<file path="config.mk">
export PLATFORM = sky130hd
export DESIGN_NAME = sgram_cfg_decoder
export DESIGN_NICKNAME = d
export VERILOG_FILES = /design/src/rtl/sgram_cfg_pkg.sv /design/src/rtl/sgram_cmd_decode.sv /design/src/rtl/sgram_mode_reg.sv /design/src/rtl/sgram_special_regs.sv /design/src/rtl/sgram_cfg_decoder.sv
export SDC_FILE = /design/constraint.sdc
export NUM_CORES = 1
export LEC_CHECK = 0
export BUFFER_PORTS_ARGS = -buffer_cell sky130_fd_sc_hd__buf_2
export CAP_MARGIN = 10
export CORE_AREA = 5 5 92 94
export DETAILED_ROUTE_END_ITERATION = 16
export DIE_AREA = 0 0 97 99
export PLACE_DENSITY = 0.73
export SYNTH_ARGS = -nofsm -noshare
export SYNTH_HDL_FRONTEND = slang
export SYNTH_SLANG_ARGS = --single-unit
</file>
<file path="constraint.sdc">
create_clock -name clk -period 3.9 [get_ports clk]
set_clock_uncertainty 0.2 [all_clocks]
set_input_delay 1.17 -clock clk [delete_from_list [all_inputs] [get_ports clk]]
set_output_delay 1.17 -clock clk [all_outputs]
set_load 0.01 [all_outputs]
</file>
<file path="src/rtl/sgram_cfg_pkg.sv">
package sgram_cfg_pkg;

  // Address bit positions of the command fields (decoded by the memory side).
  localparam int BURST_LSB  = 0;
  localparam int BURST_W    = 4;
  localparam int CL_LSB     = 4;
  localparam int CL_W       = 3;
  localparam int TEST_LSB   = 7;
  localparam int TEST_W     = 3;
  localparam int SEL_MASK   = 5;
  localparam int SEL_COLOR  = 6;
  localparam int LAT_W      = 2;
  localparam logic [LAT_W-1:0] LAT_RESET = 2'd2;

  // Number of special data registers (index 0 = colour, 1 = mask).
  localparam int NUM_SREG   = 2;
  localparam int SREG_COLOR = 0;
  localparam int SREG_MASK  = 1;

  typedef enum logic [2:0] {
    CMD_DESEL = 3'd0,
    CMD_NOP   = 3'd1,
    CMD_MRS   = 3'd2,
    CMD_SMRS  = 3'd3,
    CMD_OTHER = 3'd4
  } cmd_e;

  typedef struct packed {
    logic [LAT_W-1:0]   lat;
    logic [BURST_W-1:0] burst;
    logic               single_wr;
    logic               test;
    logic               cl_rsvd;
  } mode_t;

  // Returns the latency in clocks, or zero for a reserved code.
  function automatic logic [LAT_W-1:0] cl_decode(input logic [CL_W-1:0] code);
    logic [LAT_W-1:0] r;
    unique case (code)
      3'b001:  r = 2'd1;
      3'b010:  r = 2'd2;
      3'b011:  r = 2'd3;
      default: r = 2'd0;
    endcase
    return r;
  endfunction

endpackage

</file>
<file path="src/rtl/sgram_cmd_decode.sv">
module sgram_cmd_decode
  import sgram_cfg_pkg::*;
(
  input  logic cs_n,
  input  logic ras_n,
  input  logic cas_n,
  input  logic we_n,
  input  logic dsf,
  output cmd_e cmd,
  output logic mrs_en,
  output logic smrs_en
);

  logic all_low;
  logic all_high;

  always_comb begin
    all_low  = ~ras_n & ~cas_n & ~we_n;
    all_high =  ras_n &  cas_n &  we_n;
    if (cs_n)          cmd = CMD_DESEL;
    else if (all_high) cmd = CMD_NOP;
    else if (all_low)  cmd = dsf ? CMD_SMRS : CMD_MRS;
    else               cmd = CMD_OTHER;
  end

  assign mrs_en  = (cmd == CMD_MRS);
  assign smrs_en = (cmd == CMD_SMRS);

endmodule

</file>
<file path="src/rtl/sgram_mode_reg.sv">
module sgram_mode_reg
  import sgram_cfg_pkg::*;
#(
  parameter int ADDR_W = 10
) (
  input  logic              clk,
  input  logic              rst,
  input  logic              load,
  input  logic              bs,
  input  logic [ADDR_W-1:0] addr,
  output mode_t             mode_q
);

  logic [CL_W-1:0]    cl_code;
  logic [LAT_W-1:0]   cl_val;
  logic [TEST_W-1:0]  test_fld;
  logic [BURST_W-1:0] burst_fld;
  mode_t              mode_d;

  always_comb begin
    cl_code   = addr[CL_LSB +: CL_W];
    test_fld  = addr[TEST_LSB +: TEST_W];
    burst_fld = addr[BURST_LSB +: BURST_W];
    cl_val    = cl_decode(cl_code);
    mode_d    = mode_q;
    if (load) begin
      mode_d.burst     = burst_fld;
      mode_d.single_wr = bs;
      mode_d.test      = |test_fld;
      if (cl_val != '0) begin
        mode_d.lat     = cl_val;
        mode_d.cl_rsvd = 1'b0;
      end else begin
        mode_d.cl_rsvd = 1'b1;
      end
    end
  end

  always_ff @(posedge clk) begin
    if (rst) begin
      mode_q.lat       <= LAT_RESET;
      mode_q.burst     <= '0;
      mode_q.single_wr <= 1'b0;
      mode_q.test      <= 1'b0;
      mode_q.cl_rsvd   <= 1'b0;
    end else begin
      mode_q <= mode_d;
    end
  end

endmodule

</file>
<file path="src/rtl/sgram_special_regs.sv">
module sgram_special_regs
  import sgram_cfg_pkg::*;
#(
  parameter int ADDR_W = 10,
  parameter int DQ_W   = 32
) (
  input  logic                           clk,
  input  logic                           rst,
  input  logic                           load,
  input  logic [ADDR_W-1:0]              addr,
  input  logic [DQ_W-1:0]                dq,
  output logic [NUM_SREG-1:0][DQ_W-1:0]  sreg_q,
  output logic                           illegal_q
);

  logic [NUM_SREG-1:0] sel;
  logic                both;

  always_comb begin
    sel[SREG_COLOR] = addr[SEL_COLOR];
    sel[SREG_MASK]  = addr[SEL_MASK];
    both            = &sel;
  end

  for (genvar i = 0; i < NUM_SREG; i++) begin : g_sreg
    always_ff @(posedge clk) begin
      if (rst)
        sreg_q[i] <= '0;
      else if (load && sel[i] && !both)
        sreg_q[i] <= dq;
    end
  end

  always_ff @(posedge clk) begin
    if (rst) illegal_q <= 1'b0;
    else     illegal_q <= load && both;
  end

endmodule

</file>
<file path="src/rtl/sgram_cfg_decoder.sv">
module sgram_cfg_decoder
  import sgram_cfg_pkg::*;
#(
  parameter int ADDR_W = 10,
  parameter int DQ_W   = 32
) (
  input  logic              clk,
  input  logic              rst,
  input  logic              cs_n,
  input  logic              ras_n,
  input  logic              cas_n,
  input  logic              we_n,
  input  logic              dsf,
  input  logic              bs,
  input  logic [ADDR_W-1:0] addr,
  input  logic [DQ_W-1:0]   dq,
  output logic [1:0]        cas_lat,
  output logic [3:0]        burst_cfg,
  output logic              single_write,
  output logic              test_mode,
  output logic              cl_reserved,
  output logic [DQ_W-1:0]   color_reg,
  output logic [DQ_W-1:0]   mask_reg,
  output logic              smrs_illegal
);

  cmd_e                          cmd;
  logic                          mrs_en;
  logic                          smrs_en;
  mode_t                         mode_q;
  logic [NUM_SREG-1:0][DQ_W-1:0] sreg_q;

  sgram_cmd_decode u_dec (
    .cs_n    (cs_n),
    .ras_n   (ras_n),
    .cas_n   (cas_n),
    .we_n    (we_n),
    .dsf     (dsf),
    .cmd     (cmd),
    .mrs_en  (mrs_en),
    .smrs_en (smrs_en)
  );

  sgram_mode_reg #(.ADDR_W(ADDR_W)) u_mode (
    .clk    (clk),
    .rst    (rst),
    .load   (mrs_en),
    .bs     (bs),
    .addr   (addr),
    .mode_q (mode_q)
  );

  sgram_special_regs #(.ADDR_W(ADDR_W), .DQ_W(DQ_W)) u_sregs (
    .clk       (clk),
    .rst       (rst),
    .load      (smrs_en),
    .addr      (addr),
    .dq        (dq),
    .sreg_q    (sreg_q),
    .illegal_q (smrs_illegal)
  );

  assign cas_lat      = mode_q.lat;
  assign burst_cfg    = mode_q.burst;
  assign single_write = mode_q.single_wr;
  assign test_mode    = mode_q.test;
  assign cl_reserved  = mode_q.cl_rsvd;
  assign color_reg    = sreg_q[SREG_COLOR];
  assign mask_reg     = sreg_q[SREG_MASK];

endmodule

</file>
Yosys cells after proc, flatten, opt, wreduce, memory -nomap -nowiden
Index checks and enable logic that the tools add are counted.
{"block": "word_totals", "out_inout_bits": 74, "word_cells": 36, "ff_bits": 74, "in_bits": 50}
{"block": "op_classes", "n_mux": 6, "n_eq_ne": 5, "reduce_logical": 10, "n_bitwise": 7}
{"op": "3-bit by 2-bit == test with 1-bit output (second input constant)", "n": 4}
{"op": "3-bit 2-to-1 mux", "n": 3}
{"op": "2-bit case mux with 3 select lines", "n": 1}
{"op": "1-bit logical AND", "n": 5}
{"op": "1-bit AND", "n": 4}
{"op": "2-bit AND reduction", "n": 2}
{"op": "3-bit by 1-bit == test with 1-bit output (second input constant)", "n": 1}
{"op": "1-bit NOT", "n": 3}
{"op": "3-bit OR reduction", "n": 1}
{"op": "1-bit 2-to-1 mux", "n": 2}
{"op": "2-bit nonzero test", "n": 1}
{"op": "1-bit logical NOT", "n": 1}

Depth between registers and ports, before layout
{"block": "depth", "word_depth": 9, "ltp_mapped": 6, "ltp_nobuf": 3}

Modules after synthesis
A second synthesis with hierarchy kept.
{"block": "unflattened", "cells_unflattened": 288, "hier_area_um2": 3124.2}
{"mod": "sgram_special_regs", "n_inst": 1, "seq_area_each_um2": 1301.2, "area_each_um2": 2718.9, "cells_each": 248}
{"mod": "sgram_mode_reg", "n_inst": 1, "seq_area_each_um2": 180.2, "area_each_um2": 354.1, "cells_each": 32}
{"mod": "sgram_cmd_decode", "n_inst": 1, "seq_area_each_um2": 0.0, "area_each_um2": 51.3, "cells_each": 8}

Worst setup path after synthesis
No wires, ideal clock.
{"block": "synth_timing", "path_type": "input to register", "from": "input port cas_n", "to": "register u_sregs.sreg_q[1] (netlist bit)", "arrival_ns": 2.487, "path_stages": 6, "path_slack_ns": 1.097, "required_time_ns": 3.584, "path_buffers": 3, "setup_time_ns": 0.116, "cell_sequence": "or4_4 buf_6 or2_1 buf_6 buf_6 a31o_1"}
{"block": "synth_between", "elab_chain_cells": 9, "elab_cells_between_ends": 11, "cone_classes": "eq/ne: 1; mux: 3; bitwise: 5; reduce/logical: 2"}
{"element": "from (decl)", "line": "sgram_cfg_decoder.sv:11", "source": "input logic cas_n,"}
{"element": "1-bit NOT", "line": "sgram_cmd_decode.sv:18", "source": "all_low = ~ras_n & ~cas_n & ~we_n;"}
{"element": "1-bit AND (2 in a row)", "line": "sgram_cmd_decode.sv:18"}
{"element": "3-bit 2-to-1 mux", "line": "sgram_cmd_decode.sv:22", "source": "else if (all_low) cmd = dsf ? CMD_SMRS : CMD_MRS;"}
{"element": "3-bit 2-to-1 mux (*)", "line": "sgram_cmd_decode.sv:21", "source": "else if (all_high) cmd = CMD_NOP;"}
{"element": "3-bit 2-to-1 mux (*)", "line": "sgram_cmd_decode.sv:20", "source": "if (cs_n) cmd = CMD_DESEL;"}
{"element": "3-bit by 2-bit == test with 1-bit output (*)", "line": "sgram_cmd_decode.sv:27", "source": "assign smrs_en = (cmd == CMD_SMRS);"}
{"element": "1-bit logical AND (*) (2 in a row)", "line": "sgram_special_regs.sv:29", "source": "else if (load && sel[i] && !both)"}
{"element": "to (signal, indexed assignment)", "line": "sgram_special_regs.sv:30", "source": "sreg_q[i] <= dq;"}
{"element": "to (decl)", "line": "sgram_special_regs.sv:12", "source": "output logic [NUM_SREG-1:0][DQ_W-1:0] sreg_q,"}
Every way passes the cells marked *; elsewhere a longest branch is shown, timed or not.
A chain may end at the register's enable or synchronous reset.

Final worst setup path
{"block": "layout_timing", "from": "input port cas_n", "to": "register u_sregs.sreg_q[5] (netlist bit)"}
The elaborated chain is that of the path after synthesis.

==> flow_summary.toml <==
[drt]
routed_wl_mm = 7.472
drc = 0
vias_per_cell = 4.961
wire_per_inst_um = 14.40
postRouteAntennaNets = 0
vias = 2575
drtIter0Drc = 60
first_pass_iters = 4

[logic_synthesis]
post-synth-top-count-cell = "dfxtp_1"
ys_dominant_reg_cell = "dfxtp_1"
synthAdderAreaFrac = 0
async_flop_share = 0
yosysTopAreaCell = "dfxtp_1"
synth-simple-area-share = 0.1981
synthesis.nets = 349
synth_xor_area_frac = 0
synth_edf_count = 0
synth_top_area_frac = 0.5013
synth_area_um2 = 2955
yosys_register_bits = 74
synth_compound_area_frac = 0.1312
avgSynthCellArea_um2 = 9.884
ys.warnings.count = 0
synthTopCellsByArea = "dfxtp_1 (50%), mux2i_1 (11%), a31o_1 (8.9%)"
synth_common_cells = "dfxtp_1 (74), nor3_1 (34), mux2i_1 (32), nand2_1 (32), nand2b_1 (32)"
synth_top_family_by_area = "simple AND/OR/NAND/NOR gates"
yosysSeqAreaShare = 0.5013
syn_inst = 299
yosysUniqueCellTypes = 27
muxShareOfSynthArea = 0.1084

[timing]
slew_violations = 0
hold-worst-slack_ns = 0.2560
max_slew_margin = 0.2225
setup_viol = 0
finalHoldViolations = 0
fin_ws_ns = 1.024
period_needed_ns = 2.876
fmax_ghz = 0.3478
tns_ns = 0
rsz0062_at_grt = "no"
tightest_slew_ns = 1.166
fin_crit_sh = 0.7373

[cells_and_area]
design_area_um2 = 3851
num-fill-cells = 717
final_cells = 519
n_antenna_cell = 0
nets = 462
area_growth_pct = 30.31
drive_gt1_frac = 0.3573

[critical_path]
cp_slowest_stage_delay_ns = 0.66
r2r-end = "u_mode.mode_q[8]"
cp_slowest_cell = "or2_1"
startpoint_type = "primary input"
arrival_ns = 2.90
required_ns = 3.93
ff2ff_path_depth = 1
crit_type = "primary input to flip-flop"
r2r_slack_ns = 2.97
worstSetupStartpoint = "cas_n"
worstPathMaxFanout = 32
cp-end-kind = "flip-flop"
cp_cell_sequence = "buf_2, or4_4, or2_1, a31o_2"
r2r_start = "u_mode.mode_q[8]"

[die]
die_h_um = 99
dieArea_um2 = 9603
io_pins = 124
start_util = 0.3905
die_width_um = 97
row_count = 32
design.core.area_um2 = 7567

[clocking]
clk_pin_slew_ns = 0.08
htreeDepth = 3
cts_resized = 0
tritoncts = "done"
cts.sinks = 74
cts_root_buf = "clkbuf_8"
cts-buffers-inserted = 9
ctsHoldBuffers = 0
cts_setup_buffers = 0
clk_path_buf_depth = 2
clock_latency_ns = 0.34

[grt]
grt_first_pass_wirelength_mm = 12.42
grt_use_total = 0.1560
grt_pass1_vias = 2600
busiest_layer = "met2"
use_met2 = 0.2580
grt_use_met3 = 0.04883
antenna_found_initial = 0
grt_max_degree = 65
gr-usage-met1 = 0.1885
grt_overflow_total = 0

[flow_run]
cap_violations = 0

[hold_path]
hold_path_depth = 2
hp-class = "flip-flop to flip-flop"
min_to = "u_sregs.sreg_q[35]"
min_from = "u_sregs.sreg_q[35]"

[outcome]
outcome = "completed"

[power_and_ir_drop]
p_leak_uw = 0.001707
seqPwrFrac = 0.468
p_sw_frac = 0.1996
internal_power_uw = 1302
powerDensity_nw_per_um2 = 422.4
p_clk_frac = 0.478
p_sw_uw = 324.8
pwr-share-comb = 0.055
ir_drop_v = 0.0002453

[placement]
portBuffers = 123
pre_cts_ws_ns = 0.6608
hpwl_mm = 5.173
placed_cell_area_um2 = 3585
dp.cells = 503
gp_congestion = 0.7171
## cells by family after synthesis
group,Yosys count
and+or+nand+nor,113
DFF,74
AOI/OAI and AO/OA,50
muxes,32
buffers and inverters,30
## metrics by stage
stage / utilization / power, uW
3_5_place_dp: 0.4737 / 868.0
6_report: 0.5089 / 1627
2_1_floorplan: - / 826.7
5_1_grt: 0.5089 / 1684
3_3_place_gp: 0.4737 / 866.0
4_1_cts: 0.5089 / 1644
## worst max path at each step
stage	endpoint	slack [ns]	cells past startpoint
global placement	u_sregs.sreg_q[5]	0.71	4
detailed placement	u_sregs.sreg_q[4]	0.66	4
CTS	u_sregs.sreg_q[5]	1.02	4
finish	u_sregs.sreg_q[5]	1.02	4
floorplan	u_sregs.sreg_q[1]	1.10	6
global route	u_sregs.sreg_q[5]	0.95	4
## metal layers
layer	vias to the layer above	part of all wire	routed length, um
met5	-	0	0
met4	0	0.011	83
met3	10	0.077	576
met2	89	0.47	3533
met1	1195	0.44	3278
li1	1281	-	-
## power by group through the flow
stage	Sequential, uW	Combinational, uW	Clock [uW]
2_1_floorplan	780	46.5	0
3_3_place_gp	778	87.7	0
3_5_place_dp	778	89.6	0
4_1_cts	761	90.1	793
5_1_grt	761	99.9	823
6_report	761	89.0	777
## cell type report
type / count / area [um2] / share of cell area
Sequential cell: 74 / 1481 / 0.3847
Clock inverter: 5 / 125.1 / 0.03249
Clock buffer: 11 / 141.4 / 0.03671
Timing Repair Buffer: 128 / 665.6 / 0.1728
Tap cell: 102 / 127.6 / 0.03314
Multi-Input combinational cell: 195 / 1295 / 0.3363
Inverter: 4 / 15.01 / 0.003899
## layout by cell type (no fill, tap or decap), types with 2 or more instances in the layout
cell type / instances
bufinv_16: 4
nand2b_1: 32
clkbuf_8: 10
mux2i_1: 32
inv_1: 3
o21ai_0: 6
a31o_1: 30
nand2_1: 32
dfxtp_1: 74
nand3_1: 7
a31o_2: 2
buf_4: 4
buf_2: 123
nor3_1: 34
a21oi_1: 8
## state kept, by name, summed over array words and instances (netlist names)
signal	count
u_sregs.sreg_q	64
u_mode.mode_q	9
u_sregs.illegal_q	1
## critical path: cells and delay by family
kind	cells	cell delay, ns
AND/OR/NAND/NOR	2	1.19
AO/OA/AOI/OAI	1	0.43
buffers and inverters	1	0.11
Power figures use the tool's default switching activity.
